===== config.mk =====
export PLATFORM = sky130hd
export DESIGN_NAME = fp_rsign
export DESIGN_NICKNAME = d
export VERILOG_FILES = /design/src/rtl/fp_rsign_pkg.sv /design/src/rtl/fp_rsign_rsync.sv /design/src/rtl/fp_rsign_alu.sv /design/src/rtl/fp_rsign_fix.sv /design/src/rtl/fp_rsign.sv
export SDC_FILE = /design/constraint.sdc
export NUM_CORES = 1
export LEC_CHECK = 0
export BUFFER_PORTS_ARGS = -buffer_cell sky130_fd_sc_hd__buf_4
export CAP_MARGIN = 0
export CORE_AREA = 2 2 39 41
export DETAILED_ROUTE_END_ITERATION = 10
export DIE_AREA = 0 0 41 43
export SKIP_LAST_GASP = 1
export SLEW_MARGIN = 5
export SYNTH_ARGS = -nofsm -noshare
export SYNTH_HDL_FRONTEND = slang
export SYNTH_HIERARCHICAL = 1
export SYNTH_SLANG_ARGS = --single-unit

===== constraint.sdc =====
create_clock -name clk -period 1.25 [get_ports clk]
set_clock_uncertainty 0.2 [all_clocks]
set_input_delay 0.125 -clock clk [delete_from_list [all_inputs] [get_ports clk]]
set_output_delay 0.125 -clock clk [all_outputs]
set_load 0.03 [all_outputs]

===== src/rtl/fp_rsign_pkg.sv =====
package fp_rsign_pkg;
  localparam int OP_W = 3;
  localparam int RM_W = 2;

  typedef enum logic [OP_W-1:0] {
    SOP_KEEP = 3'd0,
    SOP_INV  = 3'd1,
    SOP_XSUB = 3'd2,
    SOP_LDA  = 3'd3,
    SOP_LDB  = 3'd4,
    SOP_LDC  = 3'd5
  } sop_e;

  typedef enum logic [RM_W-1:0] {
    RM_NEAR = 2'd0,
    RM_ZERO = 2'd1,
    RM_PINF = 2'd2,
    RM_MINF = 2'd3
  } rmode_e;
endpackage


===== src/rtl/fp_rsign_rsync.sv =====
module fp_rsign_rsync #(
  parameter int STAGES = 2
) (
  input  logic clk,
  input  logic rst_n,
  output logic rst_ok
);
  logic [STAGES-1:0] chain_q;

  generate
    if (STAGES == 1) begin : g_one
      always_ff @(posedge clk or negedge rst_n) begin
        if (!rst_n) chain_q <= 1'b0;
        else        chain_q <= 1'b1;
      end
    end else begin : g_many
      always_ff @(posedge clk or negedge rst_n) begin
        if (!rst_n) chain_q <= '0;
        else        chain_q <= {chain_q[STAGES-2:0], 1'b1};
      end
    end
  endgenerate

  assign rst_ok = chain_q[STAGES-1];
endmodule


===== src/rtl/fp_rsign_alu.sv =====
module fp_rsign_alu
  import fp_rsign_pkg::*;
(
  input  logic            cur,
  input  logic            sub_flag,
  input  logic            sign_a,
  input  logic            sign_b,
  input  logic            sign_c,
  input  logic [OP_W-1:0] op,
  output logic            nxt
);
  sop_e op_e;

  always_comb begin
    op_e = sop_e'(op);
    case (op_e)
      SOP_INV:  nxt = ~cur;
      SOP_XSUB: nxt = cur ^ sub_flag;
      SOP_LDA:  nxt = sign_a;
      SOP_LDB:  nxt = sign_b;
      SOP_LDC:  nxt = sign_c;
      default:  nxt = cur;
    endcase
  end
endmodule


===== src/rtl/fp_rsign_fix.sv =====
module fp_rsign_fix
  import fp_rsign_pkg::*;
(
  input  logic            base,
  input  logic            zero_res,
  input  logic            nan_res,
  input  logic            neg_flag,
  input  logic [RM_W-1:0] rmode,
  output logic            fixed
);
  logic zsign;

  always_comb begin
    if (zero_res) zsign = (rmode_e'(rmode) == RM_MINF);
    else          zsign = base;
    if (nan_res)  fixed = base;
    else          fixed = zsign ^ neg_flag;
  end
endmodule


===== src/rtl/fp_rsign.sv =====
module fp_rsign
  import fp_rsign_pkg::*;
#(
  parameter int SYNC_STAGES = 2
) (
  input  logic            clk,
  input  logic            rst_n,
  input  logic            start,
  input  logic            sign_a,
  input  logic            sign_b,
  input  logic            sign_c,
  input  logic            sub_in,
  input  logic            neg_in,
  input  logic [RM_W-1:0] rmode,
  input  logic            zero_res,
  input  logic            nan_res,
  input  logic [OP_W-1:0] sop,
  output logic            res_sign
);
  logic rst_ok;
  logic work_q, work_d, work_en;
  logic sub_q, neg_q, flag_en;
  logic sub_eff, neg_eff;
  logic alu_out, base, fix_out;

  fp_rsign_rsync #(.STAGES(SYNC_STAGES)) u_rsync (
    .clk    (clk),
    .rst_n  (rst_n),
    .rst_ok (rst_ok)
  );

  fp_rsign_alu u_alu (
    .cur      (work_q),
    .sub_flag (sub_q),
    .sign_a   (sign_a),
    .sign_b   (sign_b),
    .sign_c   (sign_c),
    .op       (sop),
    .nxt      (alu_out)
  );

  // Next-state logic: start wins over the opcode
  always_comb begin
    sub_eff = start ? sub_in : sub_q;
    neg_eff = start ? neg_in : neg_q;
    base    = start ? (sign_b ^ sub_in) : alu_out;
    work_d  = base;
    work_en = start | (sop != SOP_KEEP);
    flag_en = start;
  end

  fp_rsign_fix u_fix (
    .base     (base),
    .zero_res (zero_res),
    .nan_res  (nan_res),
    .neg_flag (neg_eff),
    .rmode    (rmode),
    .fixed    (fix_out)
  );

  always_ff @(posedge clk or negedge rst_ok) begin
    if (!rst_ok) begin
      work_q <= 1'b0;
    end else if (work_en) begin
      work_q <= work_d;
    end
  end

  always_ff @(posedge clk or negedge rst_ok) begin
    if (!rst_ok) begin
      sub_q <= 1'b0;
      neg_q <= 1'b0;
    end else if (flag_en) begin
      sub_q <= sub_eff;
      neg_q <= neg_eff;
    end
  end

  always_ff @(posedge clk or negedge rst_ok) begin
    if (!rst_ok) begin
      res_sign <= 1'b0;
    end else begin
      res_sign <= fix_out;
    end
  end
endmodule


==> results of run 1 <==
-- per-layer routing --
| layer | GRT usage, % | wire (µm) | vias up |
|---|---|---|---|
| met3 | 1.57 | 65 | 2 |
| met1 | 10.2 | 304 | 158 |
| met4 | 10.0 | 18 | 0 |
| li1 | - | - | 180 |
| met2 | 17.5 | 356 | 14 |
| met5 | 0 | 0 | - |
-- sequential cells by signal, indices dropped and copies added (netlist names) --
register         cells
work_q               1
sub_q                1
u_rsync/chain_q      2
neg_q                1
res_sign             1
-- kinds of logic after synthesis --
kind of cell           after synthesis  synth area share [%]
flip-flops                           6                  43.2
buffers and inverters                1                  1.08
other                                1                  1.08
AND/OR/NAND/NOR                      7                  11.2
AO/OA/AOI/OAI                        8                  19.8
multiplexers                         5                  16.2
XOR/XNOR                             3                  7.56
-- worst paths after layout --
path,start,to,slack [ns],depth (start not counted)
max,work_q,res_sign,-0.45,8
min,nan_res,res_sign,0.02,3
max reg2reg,work_q,res_sign,-0.45,8
min reg2reg,u_rsync/chain_q[0],u_rsync/chain_q[1],0.15,0
max in group asynchronous,rst_n,u_rsync/chain_q[1],0.18,3
min in group asynchronous,u_rsync/chain_q[1],res_sign,0.40,1
-- per-stage QoR --
step / instances / utilization [%]
CTS: 79 / 46.4
global route: 79 / 46.4
detailed placement: 67 / 38.1
global placement: 67 / 38.1
finish: 79 / 46.4
floorplan: 31 / -
-- power by group --
| part | internal [mW] | switching [mW] |
|---|---|---|
| Clock | 0.108 | 0.0679 |
| Combinational | 0.115 | 0.0729 |
| Sequential | 0.215 | 0.0124 |
| Total | 0.438 | 0.153 |
-- cell type report --
class                      instances  area [µm²]  share of cell area (%)
clock buffer                       3        22.5                    3.51
tap                               16        20.0                    3.12
timing repair buffer              29         235                    36.6
inverter                           1        3.75                   0.585
multi-input combinational         24         210                    32.7
sequential                         6         150                    23.4
-- worst max-delay path: cells and delay by family (launching register included) --
family / cells / cell delay [ns]
AOI/OAI and AO/OA: 5 / 0.66
DFF: 1 / 0.41
and+or+nand+nor: 3 / 0.31
-- synth_stat cells, drive strengths merged, types with 2 or more instances --
| master | number | share of area, % |
|---|---|---|
| xor2 | 2 | 5.0 |
| nor2 | 2 | 2.2 |
| mux2 | 5 | 16 |
| nand2 | 3 | 3.2 |
| dfrtp | 6 | 43 |
-- timing repair --
action                                 4_1_cts  5_1_grt
hold buffers                                 7        0
resized for setup                            1        0
endpoints found under the hold margin        9        0
setup buffers                                2        0
setup endpoints to repair                    2        2
pin swaps                                    0        1
==> summary.md, run 1 <==
| Metric | Value |
|---|---|
| Synth Cell Area | `348 µm²` |
| Fraction of layout instances using a drive strength above 1 | `54.0%` |
| Total Power | `~0.59 mW` |
| Critical path type | `reg -> reg` |
| Max Fclk | `0.589 GHz` |
| Routed length per placed instance | `9.43 µm` |
| Reg clk slew, reported paths | `~0.04 ns` |
| Tmin final | `1.70 ns` |
| Initial antenna violation count | `0` |
| Netlist cell types | `19` |
| Commonest non-fill, non-tap cells in the layout | `buf_4, dlygate4sd3_1, dfrtp_1, mux2_2` |
| Fin nets | `80` |
| First-pass GRT wire length | `1240 µm` |
| Core ar. | `0.00138 mm²` |
| Hold/Removal Path Class | `in -> reg` |
| Number of global-route vias before repair | `around 360` |
| Horizontal die dimension | `41 µm` |
| Flops & latches, synth | `6` |
| Sequential fraction of the synthesis area | `43.2%` |
| Final wirelength | `745 µm` |
| Synth Warn # | `6` |
| # DRC | `0` |
| CP required | `1.17 ns` |
| VDD IR max | `458 µV` |
| Die area | `approximately 0.0018 mm²` |
| IO buf count | `15` |
| Syn Nets | `46` |
| Failing checks | `negative setup slack` |
| Final hold violation count | `0` |
| Total grt overflow | `0` |
| Mapped Avg Cell Area | `11.2 µm²` |
| Starting Density | `25.1%` |
| Area grow syn2layout | `84.5%` |
| Clk Latency, worst-skew pair | `~0.24 ns` |
| TritonCTS clock tree | `yes` |
| Synth async-reset ratio | `100%` |
| WHS | `0.0245 ns` |
| Final setup violation count | `2` |
| Slowest-stage cell, CP | `dfrtp_1` |
| Static leakage | `roughly 0.3 nW` |
| Commonest non-fill, non-tap cell in the layout | `buf_4` |
| Placer Congestion | `0.631` |
| Clock Sinks | `6` |
| Post-route clock period utilization | `136%` |
| Status | `finished, violations left` |
| TNS Setup | `-0.774 ns` |
| DP Area | `between 500 and 600 µm²` |
| Number of enable flip-flop cells after synthesis | `0` |
| Final instance area | `between 600 and 700 µm²` |
| Power density over the cells | `approximately 920 mW/mm²` |
| Post-synthesis cell count | `31` |
| Crit path DAT | `1.62 ns` |
| Top FF cell, synth | `dfrtp_1` |
| Dpl hpwl | `approximately 550 µm` |
| RSZ-0062 raised after global routing | `yes` |
| Crit-path max FO | `4` |
| CP max stage delay | `~0.41 ns` |
| Core Rows | `14` |
| Kind of start point of the critical path | `flop` |
| Total track usage | `10.6%` |
| CTS H-tree depth | `1` |
| Num CTS Buffers | `3` |
| Clock tree buffer depth | `2` |
| Die height | `around 43 µm` |
| Clock tree root buffer cell | `clkbuf_4` |
| Post-route setup slack | `-0.448 ns` |
| Maxcap violations | `0` |
| # diodes | `0` |
| Drt pass-1 iters | `2` |
| Max-slew violation count | `0` |
| Largest net degree at the start of global routing | `6` |
| Crit-path cells | `nor3b_2, o22ai_1, o221ai_2, nor2_1, a21oi_2, nand2_1, o32ai_2, a31oi_1` |
| First DRT Iteration DRCs | `2` |
| Post-DRT Antenna Nets | `0` |
| Pre-CTS setup slack | `-0.487 ns` |
| I/O pin count | `16` |
| Routed vias | `~350` |
| Vias/cell | `4.48` |
| Fillers | `147` |
| Worst Setup End Kind | `flop` |
(Power assumes the default switching activity.)
==> run 2: changes to the inputs <==
--- a/config.mk
+++ b/config.mk
@@ -5,6 +5,7 @@
 export SDC_FILE = /design/constraint.sdc
 export NUM_CORES = 1
 export LEC_CHECK = 0
+export ABC_AREA = 1
 export BUFFER_PORTS_ARGS = -buffer_cell sky130_fd_sc_hd__buf_4
 export CAP_MARGIN = 0
 export CORE_AREA = 2 2 39 41
==> summary.md, run 2 <==
| Metric | Value |
|---|---|
| Num CTS Buffers | `3` |
| Maxcap violations | `0` |
| Cell with the most instances after synthesis | `nand2_1` |
| Core ar. | `0.00138 mm²` |
| Die area | `0.00176 mm²` |
| DP Area | `557 µm²` |
| Total Power | `0.595 mW` |
| Placer Congestion | `roughly 0.74` |
| Max reg flops | `2` |
| Drt pass-1 iters | `4` |
| Final wirelength | `946 µm` |
| Clk Latency, worst-skew pair | `about 0.24 ns` |
| # DRC | `0` |
| R2R setup slack | `-0.36 ns` |
| Sequential fraction of the synthesis area | `around two fifths` |
| Final instance area | `702 µm²` |
| Dpl hpwl | `roughly 650 µm` |
| Total grt overflow | `0` |
| I/O pin count | `16` |
| Horizontal die dimension | `41 µm` |
| Static leakage | `just over 0.4 nW` |
| Crit-path max FO | `4` |
| Number of enable flip-flop cells after synthesis | `0` |
| Syn Nets | `78` |
| Worst Setup End Kind | `flop` |
| Hold buffers post-CTS | `8` |
| Post-DRT Antenna Nets | `0` |
| Kind of start point of the critical path | `flop` |
| Max Fclk | `0.619 GHz` |
| Total track usage | `12.0%` |
| Largest net degree at the start of global routing | `6` |
| First-pass GRT wire length | `1470 µm` |
| RSZ-0062 raised after global routing | `yes` |
| Final hold violation count | `1` |
| Post-synthesis cell count | `63` |
| IO buf count | `15` |
| Die height | `43 µm` |
| CTS H-tree depth | `1` |
| Initial antenna violation count | `0` |
| First DRT Iteration DRCs | `17` |
| Largest Register | `u_rsync/chain_q` |
| Top FF cell, synth | `dfrtp_1` |
| Clock tree root buffer cell | `clkbuf_4` |
| Hold/Removal Path Class | `in -> reg` |
| Synth Warn # | `6` |
| CP required | `1.18 ns` |
| Area grow syn2layout | `78.1%` |
| Post-route setup slack | `-0.365 ns` |
| Fillers | `between 150 and 200` |
| Final setup violation count | `2` |
| Core Rows | `14` |
| Power density over the cells | `~850 mW/mm²` |
| Failing checks | `negative hold slack, negative setup slack` |
| Fin nets | `roughly 110` |
| Area contributors post-synth | `dfrtp_1, nand2_1, inv_1` |
| Critical Path Source | `work_q` |
| R2R Path End | `res_sign` |
| Top-area cell type share of the netlist area | `about two fifths` |
| Vias/cell | `4.21` |
| Commonest non-fill, non-tap cells in the layout | `buf_4, nand2_1, inv_1, dlygate4sd3_1, dfrtp_1` |
| Fraction of layout instances using a drive strength above 1 | `around a third` |
| TritonCTS clock tree | `yes` |
| Netlist cell types | `13` |
| Max-slew violation count | `0` |
| Tmin final | `1.61 ns` |
| Flops & latches, synth | `6` |
| Number of global-route vias before repair | `just over 400` |
| Synth async-reset ratio | `100%` |
| Worst setup endpoint | `res_sign` |
| Routed length per placed instance | `8.52 µm` |
| Starting Density | `28.5%` |
| Clock Sinks | `6` |
| Post-route clock period utilization | `129%` |
| Status | `finished, violations left` |
| Commonest non-fill, non-tap cell in the layout | `buf_4` |
| Mapped Avg Cell Area | `6.26 µm²` |
| Crit path DAT | `about 1.6 ns` |
| Routed vias | `467` |
| # diodes | `0` |
| Post-synth top area cell | `dfrtp_1` |
| Critical path type | `reg -> reg` |
| Worst R2R Start | `work_q` |
| Reg2Reg Depth | `11` |
| Pre-CTS setup slack | `-0.380 ns` |
| WHS | `-0.0461 ns` |
| Reg clk slew, reported paths | `0.04 ns` |
| Most common library cells after synthesis | `nand2_1, inv_1, nand3_1` |
| Clock tree buffer depth | `2` |
| Synth Cell Area | `roughly 400 µm²` |
| VDD IR max | `488 µV` |
==> run 2: cells by family (layout without fill, tap and decap cells) <==
kind of cell | count (synthesis) | after routing | share of synthesized area (%)
compound gates | 1 | 1 | 1.27
flops | 6 | 6 | 38.1
simple gates | 41 | 41 | 46.4
other cells | 1 | 1 | 0.951
buf+inv | 14 | 46 | 13.3
==> run 2: worst min-delay path by stage <==
stage / start / end / slack [ns] / depth (start not counted)
finish: start / neg_q / -0.05 / 3
floorplan: rst_n / u_rsync/chain_q[0] / -0.37 / 0
global placement: rst_n / u_rsync/chain_q[0] / -0.29 / 1
CTS: start / neg_q / -0.05 / 3
global route: start / neg_q / -0.02 / 3
detailed placement: rst_n / u_rsync/chain_q[1] / -0.29 / 1
==> run 2: repair_timing <==
action                     in CTS  in global routing
setup endpoints to repair       2                  2
resized for setup               1                  4
hold endpoints to repair       10                  1
pin swaps                       3                  3
setup buffers                   2                  1
==> run 2: power breakdown <==
group | total [mW] | internal [mW] | leakage, nW | switching (mW)
Combinational | 0.200 | 0.110 | 0.326 | 0.0894
Clock | 0.172 | 0.108 | 0.0138 | 0.0641
Sequential | 0.223 | 0.213 | 0.0712 | 0.00992
Total | 0.595 | 0.431 | 0.411 | 0.163
==> run 2: cell type report <==
| class | instances | area, µm² | area share [%] |
|---|---|---|---|
| Timing Repair Buffer | 29 | 238 | 33.9 |
| Multi-Input combinational cell | 43 | 219 | 31.2 |
| Sequential cell | 6 | 150 | 21.4 |
| Inverter | 14 | 52.6 | 7.49 |
| Clock buffer | 3 | 22.5 | 3.21 |
| Tap cell | 16 | 20.0 | 2.85 |
==> run 2: critical path: stages, from the launching register on <==
cell     delay, ns
dfrtp_1       0.38
inv_1         0.07
nand3_1       0.07
nand2_1       0.05
inv_1         0.05
nand3_2       0.06
or2_1         0.24
and2_4        0.15
nand2_4       0.06
nand3_2       0.07
nand3_2       0.06
nand2_1       0.04
==> run 2: routing by layer <==
layer | global-route usage, % | vias to the layer above | wire length (µm)
li1 | - | 252 | -
met5 | 0 | - | 0
met3 | 4.71 | 0 | 65
met4 | 2.00 | 0 | 0
met2 | 19.4 | 16 | 480
met1 | 14.8 | 199 | 401
==> run 2: per-stage QoR <==
step	util (%)	hold slack, ns	setup TNS (ns)	std cells
3_5_place_dp	40.2	-0.291	-0.482	97
4_1_cts	49.1	-0.0533	-0.553	110
2_1_floorplan	-	-0.371	-0.303	63
6_report	50.7	-0.0461	-0.576	111
3_3_place_gp	40.2	-0.292	-0.417	97
5_1_grt	50.7	-0.0198	-0.703	111
